<file path="config.mk">
export PLATFORM = sky130hd
export DESIGN_NAME = pcs_rx_5b4b
export DESIGN_NICKNAME = d
export VERILOG_FILES = /design/src/rtl/pcs_rx_5b4b_pkg.sv /design/src/rtl/pcs_rx_grp_dec.sv /design/src/rtl/pcs_rx_shifter.sv /design/src/rtl/pcs_rx_carrier_det.sv /design/src/rtl/pcs_rx_ctrl.sv /design/src/rtl/pcs_rx_5b4b.sv
export SDC_FILE = /design/constraint.sdc
export NUM_CORES = 1
export LEC_CHECK = 0
export CORE_MARGIN = 10
export CORE_UTILIZATION = 35
export DETAILED_ROUTE_END_ITERATION = 8
export GPL_TIMING_DRIVEN = 1
export MAX_ROUTING_LAYER = met4
export SLEW_MARGIN = 5
export SYNTH_ARGS = -nofsm -noshare
export SYNTH_HDL_FRONTEND = slang
export SYNTH_SLANG_ARGS = --single-unit
</file>
<file path="constraint.sdc">
create_clock -name clk_i -period 2.09 [get_ports clk_i]
set_clock_uncertainty 0.1 [all_clocks]
set_input_delay 0.418 -clock clk_i [delete_from_list [all_inputs] [get_ports clk_i]]
set_output_delay 0.418 -clock clk_i [all_outputs]
set_load 0.02 [all_outputs]
</file>
<file path="src/rtl/pcs_rx_5b4b_pkg.sv">
package pcs_rx_5b4b_pkg;
  localparam int CODE_W = 5;
  localparam int NIB_W  = 4;
  localparam int WIN_W  = 2 * CODE_W;

  localparam logic [CODE_W-1:0] CG_J = 5'b11000;
  localparam logic [CODE_W-1:0] CG_K = 5'b10001;
  localparam logic [CODE_W-1:0] CG_T = 5'b01101;
  localparam logic [CODE_W-1:0] CG_R = 5'b00111;
  localparam logic [CODE_W-1:0] CG_I = 5'b11111;

  localparam logic [NIB_W-1:0] NIB_PRE    = 4'b0101;
  localparam logic [NIB_W-1:0] NIB_BADSSD = 4'b1110;

  typedef enum logic [2:0] {
    GC_DATA,
    GC_T,
    GC_R,
    GC_IDLE,
    GC_BAD
  } grp_cls_e;

  typedef struct packed {
    grp_cls_e          cls;
    logic [NIB_W-1:0]  nib;
  } grp_t;

  typedef enum logic [1:0] {
    ST_SEARCH,
    ST_CHECK,
    ST_FRAME,
    ST_BAD
  } rx_st_e;
endpackage

</file>
<file path="src/rtl/pcs_rx_grp_dec.sv">
module pcs_rx_grp_dec
  import pcs_rx_5b4b_pkg::*;
(
  input  logic [CODE_W-1:0] code_i,
  output grp_t              grp_o
);
  always_comb begin
    grp_o.cls = GC_DATA;
    grp_o.nib = code_i[NIB_W-1:0];
    unique case (code_i)
      5'b11110: grp_o.nib = 4'h0;
      5'b01001: grp_o.nib = 4'h1;
      5'b10100: grp_o.nib = 4'h2;
      5'b10101: grp_o.nib = 4'h3;
      5'b01010: grp_o.nib = 4'h4;
      5'b01011: grp_o.nib = 4'h5;
      5'b01110: grp_o.nib = 4'h6;
      5'b01111: grp_o.nib = 4'h7;
      5'b10010: grp_o.nib = 4'h8;
      5'b10011: grp_o.nib = 4'h9;
      5'b10110: grp_o.nib = 4'hA;
      5'b10111: grp_o.nib = 4'hB;
      5'b11010: grp_o.nib = 4'hC;
      5'b11011: grp_o.nib = 4'hD;
      5'b11100: grp_o.nib = 4'hE;
      5'b11101: grp_o.nib = 4'hF;
      CG_T:     grp_o.cls = GC_T;
      CG_R:     grp_o.cls = GC_R;
      CG_I:     grp_o.cls = GC_IDLE;
      default:  grp_o.cls = GC_BAD;
    endcase
  end
endmodule

</file>
<file path="src/rtl/pcs_rx_shifter.sv">
module pcs_rx_shifter #(
  parameter int WIN_W = 10
) (
  input  logic             clk_i,
  input  logic             rst_ni,
  input  logic             bit_vld_i,
  input  logic             bit_i,
  input  logic             flush_i,
  output logic [WIN_W-1:0] win_o
);
  logic [WIN_W-2:0] hist_q;

  assign win_o = {hist_q, bit_i};

  // history reloads with ones so a new search ignores the old frame
  always_ff @(posedge clk_i or negedge rst_ni) begin
    if (!rst_ni) begin
      hist_q <= '1;
    end else if (bit_vld_i) begin
      hist_q <= flush_i ? '1 : win_o[WIN_W-2:0];
    end
  end
endmodule

</file>
<file path="src/rtl/pcs_rx_carrier_det.sv">
module pcs_rx_carrier_det
  import pcs_rx_5b4b_pkg::*;
(
  input  logic [WIN_W-1:0] win_i,
  output logic             cs_hit_o,
  output logic             ssd_hit_o
);
  // new zero, one before it, another zero further back: non-adjacent pair
  assign cs_hit_o  = !win_i[0] && win_i[1] && !(&win_i[WIN_W-1:2]);
  assign ssd_hit_o = (win_i == {CG_J, CG_K});
endmodule

</file>
<file path="src/rtl/pcs_rx_ctrl.sv">
module pcs_rx_ctrl
  import pcs_rx_5b4b_pkg::*;
#(
  parameter int SSD_LAG = 3
) (
  input  logic             clk_i,
  input  logic             rst_ni,
  input  logic             bit_vld_i,
  input  logic             cs_hit_i,
  input  logic             ssd_hit_i,
  input  grp_t             grp_i,
  output logic             flush_o,
  output logic [NIB_W-1:0] rxd_o,
  output logic             rx_dv_o,
  output logic             rx_er_o,
  output logic             crs_o,
  output logic             stb_o
);
  localparam int CNT_MAX = (CODE_W > SSD_LAG) ? CODE_W : SSD_LAG;
  localparam int CNT_W   = $clog2(CNT_MAX);

  rx_st_e           st_q;
  logic [CNT_W-1:0] cnt_q;
  grp_t             pend_q;
  logic             prev_idle_q;

  logic grp_done, chk_done, frame_end, bad_end, go_end;

  assign grp_done  = (cnt_q == CNT_W'(CODE_W - 1));
  assign chk_done  = (cnt_q == CNT_W'(SSD_LAG - 1));
  assign frame_end = ((pend_q.cls == GC_T) && (grp_i.cls == GC_R)) ||
                     ((pend_q.cls == GC_IDLE) && (grp_i.cls == GC_IDLE));
  assign bad_end   = prev_idle_q && (grp_i.cls == GC_IDLE);
  assign go_end    = bit_vld_i && grp_done &&
                     (((st_q == ST_FRAME) && frame_end) ||
                      ((st_q == ST_BAD) && bad_end));
  assign flush_o   = go_end;

  always_ff @(posedge clk_i or negedge rst_ni) begin
    if (!rst_ni) begin
      st_q        <= ST_SEARCH;
      cnt_q       <= '0;
      pend_q      <= '{cls: GC_DATA, nib: '0};
      prev_idle_q <= 1'b0;
      rxd_o       <= '0;
      rx_dv_o     <= 1'b0;
      rx_er_o     <= 1'b0;
      crs_o       <= 1'b0;
      stb_o       <= 1'b0;
    end else begin
      stb_o <= 1'b0;
      if (go_end) begin
        st_q    <= ST_SEARCH;
        cnt_q   <= '0;
        stb_o   <= 1'b1;
        rxd_o   <= '0;
        rx_dv_o <= 1'b0;
        rx_er_o <= 1'b0;
        crs_o   <= 1'b0;
      end else if (bit_vld_i) begin
        unique case (st_q)
          ST_SEARCH: begin
            if (cs_hit_i) begin
              crs_o <= 1'b1;
              cnt_q <= '0;
              st_q  <= ST_CHECK;
            end
          end
          ST_CHECK: begin
            if (chk_done) begin
              cnt_q <= '0;
              stb_o <= 1'b1;
              if (ssd_hit_i) begin
                st_q    <= ST_FRAME;
                rxd_o   <= NIB_PRE;
                rx_dv_o <= 1'b1;
                rx_er_o <= 1'b0;
                pend_q  <= '{cls: GC_DATA, nib: NIB_PRE};
              end else begin
                st_q        <= ST_BAD;
                rxd_o       <= NIB_BADSSD;
                rx_dv_o     <= 1'b0;
                rx_er_o     <= 1'b1;
                prev_idle_q <= 1'b0;
              end
            end else begin
              cnt_q <= cnt_q + 1'b1;
            end
          end
          ST_FRAME: begin
            if (grp_done) begin
              // output lags one group so T/R and I/I pairs never leak data
              cnt_q   <= '0;
              stb_o   <= 1'b1;
              rxd_o   <= pend_q.nib;
              rx_dv_o <= 1'b1;
              rx_er_o <= (pend_q.cls != GC_DATA);
              pend_q  <= grp_i;
            end else begin
              cnt_q <= cnt_q + 1'b1;
            end
          end
          ST_BAD: begin
            if (grp_done) begin
              cnt_q       <= '0;
              stb_o       <= 1'b1;
              rxd_o       <= NIB_BADSSD;
              rx_dv_o     <= 1'b0;
              rx_er_o     <= 1'b1;
              prev_idle_q <= (grp_i.cls == GC_IDLE);
            end else begin
              cnt_q <= cnt_q + 1'b1;
            end
          end
          default: st_q <= ST_SEARCH;
        endcase
      end
    end
  end
endmodule

</file>
<file path="src/rtl/pcs_rx_5b4b.sv">
module pcs_rx_5b4b
  import pcs_rx_5b4b_pkg::*;
#(
  parameter int SSD_LAG = 3
) (
  input  logic             clk_i,
  input  logic             rst_ni,
  input  logic             rx_bit_vld_i,
  input  logic             rx_bit_i,
  output logic [NIB_W-1:0] mii_rxd_o,
  output logic             mii_rx_dv_o,
  output logic             mii_rx_er_o,
  output logic             mii_crs_o,
  output logic             nib_stb_o
);
  logic [WIN_W-1:0] win;
  logic             flush, cs_hit, ssd_hit;
  grp_t             grp;

  pcs_rx_shifter #(.WIN_W(WIN_W)) u_shift (
    .clk_i     (clk_i),
    .rst_ni    (rst_ni),
    .bit_vld_i (rx_bit_vld_i),
    .bit_i     (rx_bit_i),
    .flush_i   (flush),
    .win_o     (win)
  );

  pcs_rx_carrier_det u_cdet (
    .win_i     (win),
    .cs_hit_o  (cs_hit),
    .ssd_hit_o (ssd_hit)
  );

  pcs_rx_grp_dec u_dec (
    .code_i (win[CODE_W-1:0]),
    .grp_o  (grp)
  );

  pcs_rx_ctrl #(.SSD_LAG(SSD_LAG)) u_ctrl (
    .clk_i     (clk_i),
    .rst_ni    (rst_ni),
    .bit_vld_i (rx_bit_vld_i),
    .cs_hit_i  (cs_hit),
    .ssd_hit_i (ssd_hit),
    .grp_i     (grp),
    .flush_o   (flush),
    .rxd_o     (mii_rxd_o),
    .rx_dv_o   (mii_rx_dv_o),
    .rx_er_o   (mii_rx_er_o),
    .crs_o     (mii_crs_o),
    .stb_o     (nib_stb_o)
  );
endmodule

</file>
* Yosys cells after proc, flatten, opt, wreduce, memory -nomap -nowiden
Index checks and enable logic that the tools add are counted.
Storage, ports and cells: register bits 30, input bits 4, output and inout bits 8, word-level logic and storage cells 134
Operators by class: $add $sub $neg 1, equality and inequality tests 38, mux-type cells 52, bitwise gates (word level) 1, reduce and logical (&&, ||, !) cells 31
Operators with widths (number):
- 4-bit one-hot mux with 16 select lines | 1
- 5-bit == test, second input constant | 12
- 5-bit by 4-bit == test with 1-bit output, second input constant | 6
- 4-bit 2-to-1 mux | 6
- 1-bit 2-to-1 mux | 23
- 7-bit 2-to-1 mux | 3
- 16-bit OR reduction | 1
- 3-bit 2-to-1 mux | 5
- 7-bit one-hot mux with 2 select lines | 1
- 3-bit by 2-bit == test with 1-bit output, second input constant | 4
- 3-bit one-hot mux with 4 select lines | 1
- 4-bit one-hot mux with 3 select lines | 1
- 6-bit AND reduction | 2
- 10-bit == test, second input constant | 1
- 2-bit nonzero test | 5
- 1-bit logical AND | 9
- 9-bit 2-to-1 mux | 1
- 3-bit by 2-bit != test with 1-bit output, second input constant | 3
- 3-bit one-hot mux with 3 select lines | 1
- 2-bit 2-to-1 mux | 4
- 8-bit AND reduction | 1
- 2-bit by 1-bit != test with 1-bit output, second input constant | 3
- 1-bit one-hot mux with 3 select lines | 2
- 3-bit nonzero test | 2
- 20 further kinds | 25

* Depth between registers and ports, before layout
Gate-level depths: netlist of the first run.
depth in word-level cells 11, depth in mapped cells 8, gate-level depth less buffers 7

* Modules after synthesis
Synthesis of the first run repeated with hierarchy kept, for this count alone.
Unflattened totals: cell total of the unflattened synthesis 202, area, all modules 1866.8 um^2
Modules (own cells, without submodules):
- pcs_rx_ctrl | instances 1, cells an instance 130, area each 1243.7 um^2, seq. area each 525.5 um^2
- pcs_rx_shifter | instances 1, cells an instance 40, area each 399.1 um^2, seq. area each 236.5 um^2
- pcs_rx_grp_dec | instances 1, cells an instance 25, area each 176.4 um^2, seq. area each 0.0 um^2
- pcs_rx_carrier_det | instances 1, cells an instance 7, area each 47.5 um^2, seq. area each 0.0 um^2

* Least setup slack after synthesis of the first run
Ideal clock, no wire load.
path kind register to register, from register u_shift.hist_q[2], to register u_ctrl.prev_idle_q, setup time 125 ps, data arrival time 1777 ps, data required time 1865 ps, setup slack 89 ps, stages on the path, launching flop included 7, path buffers 1, clock period less this slack 2001 ps, cell sequence dfstp_2 -> buf_2 -> nand3_1 -> o21a_1 -> o2111ai_2 -> nor4b_2 -> mux2_2
Between the ends: word-level cells in the longest chain between the ends 11, elaborated cells between the ends (all ways) 37, those cells by class eq/ne (23); mux (3); bitwise (1); reduce/logical (10)
Ends and longest elaborated chain:
- from (decl) | line pcs_rx_shifter.sv:11 | logic [WIN_W-2:0] hist_q;
- from (signal assigned) | line pcs_rx_shifter.sv:20 | hist_q <= flush_i ? '1 : win_o[WIN_W-2:0];
- 5-bit == test / 5-bit by 4-bit == test with 1-bit output (equally long branches) | line pcs_rx_grp_dec.sv:10 | unique case (code_i)
- 16-bit OR reduction (no source line)
- 3-bit one-hot mux with 4 select lines | line pcs_rx_grp_dec.sv:10
- 3-bit by 2-bit == test with 1-bit output (on tied branches)
- 1-bit logical AND (on tied branches) | line pcs_rx_ctrl.sv:31, pcs_rx_ctrl.sv:32
- 1-bit logical OR | line pcs_rx_ctrl.sv:31 | assign frame_end = ((pend_q.cls == GC_T) && (grp_i.cls == GC_R)) ||
- 1-bit logical AND | line pcs_rx_ctrl.sv:35 | (((st_q == ST_FRAME) && frame_end) ||
- 1-bit logical OR | line pcs_rx_ctrl.sv:35
- 1-bit logical AND | line pcs_rx_ctrl.sv:34 | assign go_end = bit_vld_i && grp_done &&
- 1-bit inverter (no source line)
- 6-bit AND reduction (no source line)
- to (signal assigned) | line pcs_rx_ctrl.sv:110 | prev_idle_q <= (grp_i.cls == GC_IDLE);
- to (decl) | line pcs_rx_ctrl.sv:25 | logic prev_idle_q;
Parallel ways exist; a longest one is shown, timed or not. The select of a mux whose other input is x is not followed. A chain may end at the register's enable or synchronous reset.

* Worst setup path in the final report of the first run
from register u_shift.hist_q[3], to register u_ctrl.pend_q[4] (netlist name)
Between the ends: word-level cells in the longest chain between the ends 11, elaborated cells between the ends (all ways) 37, those cells by class eq/ne (23); mux (3); bitwise (1); reduce/logical (10)
Ends and longest elaborated chain:
- 5-bit == test / 5-bit by 4-bit == test with 1-bit output (equally long branches) | line pcs_rx_grp_dec.sv:10
- 16-bit OR reduction (no source line)
- 3-bit one-hot mux with 4 select lines | line pcs_rx_grp_dec.sv:10
- 3-bit by 2-bit == test with 1-bit output (on tied branches) | line pcs_rx_ctrl.sv:31, pcs_rx_ctrl.sv:32, pcs_rx_ctrl.sv:33
- 1-bit logical AND (on tied branches) | line pcs_rx_ctrl.sv:31, pcs_rx_ctrl.sv:32
- 1-bit logical OR | line pcs_rx_ctrl.sv:31
- 1-bit logical AND | line pcs_rx_ctrl.sv:35
- 1-bit logical OR | line pcs_rx_ctrl.sv:35
- 1-bit logical AND | line pcs_rx_ctrl.sv:34
- 1-bit inverter (no source line)
- 6-bit AND reduction (no source line)
- to (signal assigned) | line pcs_rx_ctrl.sv:43 | pend_q <= '{cls: GC_DATA, nib: '0};
- to (signal assigned) | line pcs_rx_ctrl.sv:78 | pend_q <= '{cls: GC_DATA, nib: NIB_PRE};
- to (signal assigned) | line pcs_rx_ctrl.sv:98 | pend_q <= grp_i;
- to (decl) | line pcs_rx_ctrl.sv:24 | grp_t pend_q;
Parallel ways exist; a longest one is shown, timed or not. The select of a mux whose other input is x is not followed.

==> qor.yml, run 1 <==
slew_violations: 0
io_pins: 12
vias: 1371
power.leakage_nw: 0.965
grt_remaining_overflow: 0
rr_worst_depth: 6
placementRows: 25
die-area_sq_mm: 0.00802
synth_cells: 170
rsz0062_at_grt: "true"
critPathSlowestCell: "dfstp_2"
cts_made_buffers: 5
r2r_slack_ns: 0.03
cts_hold_buf: 0
setup_viol: 0
rr_startpoint: "u_shift.hist_q[3]"
grt_pass1_vias: 1408
detailed_place_hpwl_microns: 2740
holdPathEnd: "u_ctrl.rx_dv_o"
worstPathArrival_ns: 2.13
cts_root_buf: "clkbuf_8"
antenna_left: 0
worst_slack_ns: 0.0317
synthesis.nets: 177
via_per_inst: 5.33
routedWlPerCell_microns: 15.2
relSlewSlack_pct: 66.9
drive_above_1_share_pct: 33.5
dieHeight_microns: 89.6
synthToLayoutAreaGrowth_pct: 28.7
yosysTopAreaCellShare_pct: 31.0
first_pass_iters: 4
ys_ff_latch: 30
status: "complete, no violations"
synth.distinct_cells: 47
antenna_found_initial: 0
hold_class: "reg2reg"
slowest_delay_ns: 0.62
post-route-drc-count: 0
fillers: 438
numPortBuffers: 11
diodes: 0
nNetsFinal: 209
coreArea_sq_mm: 0.00469
finalCritPeriodShare_pct: 98.5
p_per_area_mw_per_mm2: 1180
htreeDepth: 2
cp.required_ns: 2.16
async_reset_ff_share_pct: 100
initial_core_util_pct: 36.1
synth-edff-count: 0
wl_microns: 3910
track_usage_pct: 10.9
crit_path_end_kind: "flop"
die_width_microns: 89.6
syn_area_sq_mm: 0.00169
min_period_ns: 2.06
instances_no_fill: 257
worstHoldStart: "u_ctrl.rx_dv_o"
finalHoldViolCount: 0
regArea_sq_um: 762
synth_seq_area_share_pct: 45.0
ys.flop_type: "dfrtp_1"
rr_endpoint: "u_ctrl.pend_q[4]"
path_cells: "buf_6, and3_4, nand4_1, a211oi_2, nand2_2, mux2_4"
cts_sinks: 30
avgSynthCellArea_sq_um: 9.97
grt_pass1_wl_microns: 6560
max_freq_mhz: 486
multi_input_area_sq_um: 903
drt_iter0_markers: 108
yosysTopAreaCell: "dfrtp_1"
synth.top_cells.by_area: "dfrtp_1 31%, dfstp_2 14%, mux2_2 5.3%"
start_kind: "flop"
yosys_warnings: 0
cap_viol_max_count: 0
grt_max_degree: 31
cts.path.max_buffers: 2
dp_cells: 246
hold_depth: 2
worstSetupPathType: "reg2reg"
clock_latency_ns: 0.28
vdd_ir_drop_max_uv: 539
worstMarginPinSlew_ns: 0.484
cts_tree: "done"
dp_worst_setup_slack_ns: -0.380
worstPathMaxFanout: 7
routabilityCongestion: 0.874
path_clk_slew_ns: 0.06
## how the worst max path moves through the flow
stage	start	end	slack, ns	depth (start not counted)
6_report	u_shift.hist_q[3]	u_ctrl.pend_q[4]	0.03	6
5_1_grt	u_ctrl.st_q[1]	u_ctrl.pend_q[4]	-0.02	5
4_1_cts	u_ctrl.cnt_q[0]	u_ctrl.rx_er_o	0.01	8
3_5_place_dp	rx_bit_i	u_ctrl.rxd_o[0]	-0.38	7
3_3_place_gp	rx_bit_i	u_ctrl.pend_q[3]	-0.29	6
2_1_floorplan	u_shift.hist_q[2]	u_ctrl.prev_idle_q	0.09	6
## placed cells by master, fill, tap and decap left out, types with 8 or more instances in the layout
cell and instances:
buf_4 24, dfrtp_1 21, nand2_1 17, nor2_1 12
inv_1 10, a21oi_1 10, clkdlybuf4s50_1 10, dfstp_2 9
clkbuf_8 8
## metrics by stage
step | power, mW | hold WS [ns] | setup TNS (ns) | util, % | instance area, sq um
2_1_floorplan | 1.58 | 0.0224 | 0 | - | 1690
3_3_place_gp | 1.93 | 0.365 | -5.55 | 41.9 | 1960
3_5_place_dp | 1.97 | 0.374 | -6.99 | 41.9 | 1960
4_1_cts | 2.57 | 0.389 | 0 | 45.7 | 2140
5_1_grt | 2.75 | 0.422 | -0.0404 | 46.5 | 2180
6_report | 2.57 | 0.380 | 0 | 46.5 | 2180
## what timing repair did
| item | 4_1_cts | 5_1_grt |
|---|---|---|
| resized for setup | 8 | 8 |
| buffers inserted | 3 | 0 |
| pin swaps | 2 | 5 |
| setup endpoints to repair | 11 | 19 |
## Yosys cell counts (4+ instances only)
cell type  count
mux2i_1        7
a21oi_1       11
mux2_2         8
nand2_1       17
dfrtp_1       21
nand3_1        4
nand3b_1       4
inv_1         10
buf_2          4
nor2_1        12
o21ai_0        6
dfstp_2        9
nand2b_1       4
## where the power goes
part | switching (mW) | internal, mW | total [mW] | leakage (nW)
clock network | 0.215 | 0.332 | 0.547 | 0.0575
logic | 0.528 | 0.513 | 1.04 | 0.556
registers | 0.161 | 0.818 | 0.979 | 0.351
total | 0.905 | 1.66 | 2.57 | 0.965
## cell families (layout without fill, tap and decap cells)
kind of cell,after synthesis,after routing,synth area share [%]
simple gates,63,63,21.3
compound gates,37,37,15.1
flops,30,30,45.0
buf+inv,21,54,6.50
mux,15,15,9.45
fa+ha+maj,3,3,2.22
xor+xnor,1,1,0.517
## critical path: cells and delay by family, from the launching register on
kind,cells,cell delay (ns)
muxes,1,0.33
AOI/OAI and AO/OA,1,0.32
buffers and inverters,1,0.12
DFF,1,0.62
and+or+nand+nor,3,0.45
## state kept, by name, indices dropped and copies added (netlist names)
name	cells
u_ctrl.st_q	2
u_ctrl.cnt_q	3
u_ctrl.crs_o	1
u_ctrl.stb_o	1
u_ctrl.rx_er_o	1
u_shift.hist_q	9
u_ctrl.pend_q	7
u_ctrl.prev_idle_q	1
u_ctrl.rxd_o	4
u_ctrl.rx_dv_o	1
## layer usage
layer	part of all wire, %	GRT usage [%]	vias up
met4	1.7	4.48	0
li1	-	-	667
met3	4.8	3.07	8
met2	47	17.2	39
met5	0	-	-
met1	46	12.7	657
## area by class of cell
type	instances	area share (%)
multi-input cells	119	41.4
flip-flops and latches	30	34.9
repair buffers	36	13.8
clock buffers	8	5.05
well taps	54	3.10
inverters	10	1.72
Power figures use the tool's default switching activity.
==> inputs of run 2 (changes only) <==
CORE_UTILIZATION = 52   (was 35)
PLACE_DENSITY = 0.75   (was not set)
==> run 2 against run 1 <==
Wire length increased by 0.79%. Critical path depth unchanged. Clock-buffer cell count decreased by 1. First-iteration DRC count increased by 26%. Cell area decreased by 2.2%. Cell count decreased by 4.3%. Power decreased by 5.5%. Critical path type unchanged. Critical endpoint is now u_ctrl.prev_idle_q.
==> qor.yml, run 2 (same netlist as run 1, synthesis figures left out) <==
path_buf_inv: 1
cts_hold_buf: 0
final_common_cell: "buf_4"
die-area_sq_mm: 0.00594
worstSetupPathType: "reg2reg"
dieHeight_microns: 77.1
nNetsFinal: 208
power.leakage_nw: 0.950
grt_max_degree: 31
grt_pass1_wl_microns: 6250
via_per_inst: 5.76
track_usage_pct: 13.0
worstPathArrival_ns: 2.18
worstPathMaxFanout: 7
routabilityCongestion: 0.836
p_per_area_mw_per_mm2: 1140
first_pass_iters: 6
cts.path.max_buffers: 2
htreeDepth: 2
start_kind: "flop"
worstMarginPinSlew_ns: 0.549
critPathSlowestCell: "dfstp_2"
post-route-drc-count: 0
die_width_microns: 77.1
initial_core_util_pct: 55.0
placementRows: 20
fillers: 234
numPortBuffers: 11
diodes: 0
largest_reg_flops: 9
crit_family: "simple AND/OR/NAND/NOR gates"
r2r_slack_ns: 0.03
grt_remaining_overflow: 0
finalHoldViolCount: 0
crit_path_end_kind: "flop"
vias: 1418
detailed_place_hpwl_microns: 2690
status: "complete, no violations"
wl_microns: 3950
path_common_cell: "nor4b_4"
finalCritPeriodShare_pct: 98.5
slowest_delay_ns: 0.65
antenna_left: 0
routedWlPerCell_microns: 16.0
vdd_ir_drop_max_uv: 582
power_mw: 2.43
cts_tree: "done"
cp.required_ns: 2.21
min_period_ns: 2.06
tns_ns: 0
top_regs: "u_shift.hist_q: 9 flops, u_ctrl.pend_q: 7 flops, u_ctrl.rxd_o: 4 flops"
synthToLayoutAreaGrowth_pct: 25.8
io_pins: 12
clock_latency_ns: 0.33
cts_made_buffers: 5
relSlewSlack_pct: 62.4
cts_sinks: 30
antenna_found_initial: 0
drt_iter0_markers: 136
grt_pass1_vias: 1314
path_cells: "nand3_1, nor3_2, nor4b_4, buf_4, nor4b_4, mux2_4"
final_cell_mix: "24 x buf_4, 21 x dfrtp_1, 16 x nand2_1"
path_clk_slew_ns: 0.09
coreArea_sq_mm: 0.00308
hold_class: "in2async"
max_freq_mhz: 486
cap_viol_max_count: 0
top_register: "u_shift.hist_q"
slew_violations: 0
setup_viol: 0
drive_above_1_share_pct: 33.7
cts_root_buf: "clkbuf_4"
run 2: metrics by stage:
stage | utilization [%] | cell area, sq um | std cells | setup WS, ns | hold WS (ns)
finish | 69.3 | 2130 | 246 | 0.0323 | 0.368
global route | 69.3 | 2130 | 246 | -0.0223 | 0.398
CTS | 65.9 | 2030 | 244 | 0.00122 | 0.378
detailed placement | 63.2 | 1940 | 235 | -0.343 | 0.370
global placement | 63.2 | 1940 | 235 | -0.299 | 0.360
floorplan | - | 1690 | 170 | 0.0886 | 0.0224
run 2: final timing paths:
check / startpoint / end / cells past startpoint
worst max-delay path: u_shift.hist_q[0] / u_ctrl.prev_idle_q / 6
worst min-delay path: rst_ni / u_ctrl.rxd_o[1] / 2
worst max register to register: u_shift.hist_q[0] / u_ctrl.prev_idle_q / 6
worst min register to register: u_ctrl.rx_dv_o / u_ctrl.rx_dv_o / 2
max in group asynchronous: rst_ni / u_shift.hist_q[5] / 2
min in group clk_i: u_ctrl.rx_dv_o / u_ctrl.rx_dv_o / 2
run 2: per-layer routing:
| layer | routed length [microns] | global-route usage (%) |
|---|---|---|
| met5 | 0 | - |
| met1 | 1670 | 15.9 |
| met3 | 293 | 4.66 |
| met4 | 65 | 3.83 |
| met2 | 1910 | 19.6 |
run 2: area by class of cell:
cell class,instances,area (sq um),area share (%)
clock buffers,7,55.1,2.58
clock inverters,1,5.00,0.235
inverters,10,37.5,1.76
multi-input cells,119,925,43.4
flip-flops and latches,30,762,35.7
well taps,44,55.1,2.58
repair buffers,35,293,13.7
run 2: report_power, final:
group          switching (mW)  internal [mW]  total, mW
Clock                   0.192          0.163      0.355
Combinational           0.567          0.527       1.09
Sequential              0.162          0.816      0.978
Total                   0.921           1.51       2.43
run 2: repair_timing:
action                     in CTS  in global routing
pin swaps                       2                  9
setup endpoints to repair      19                 20
setup buffers                   1                  2
resized for setup               2                 17
cloned                          0                  0
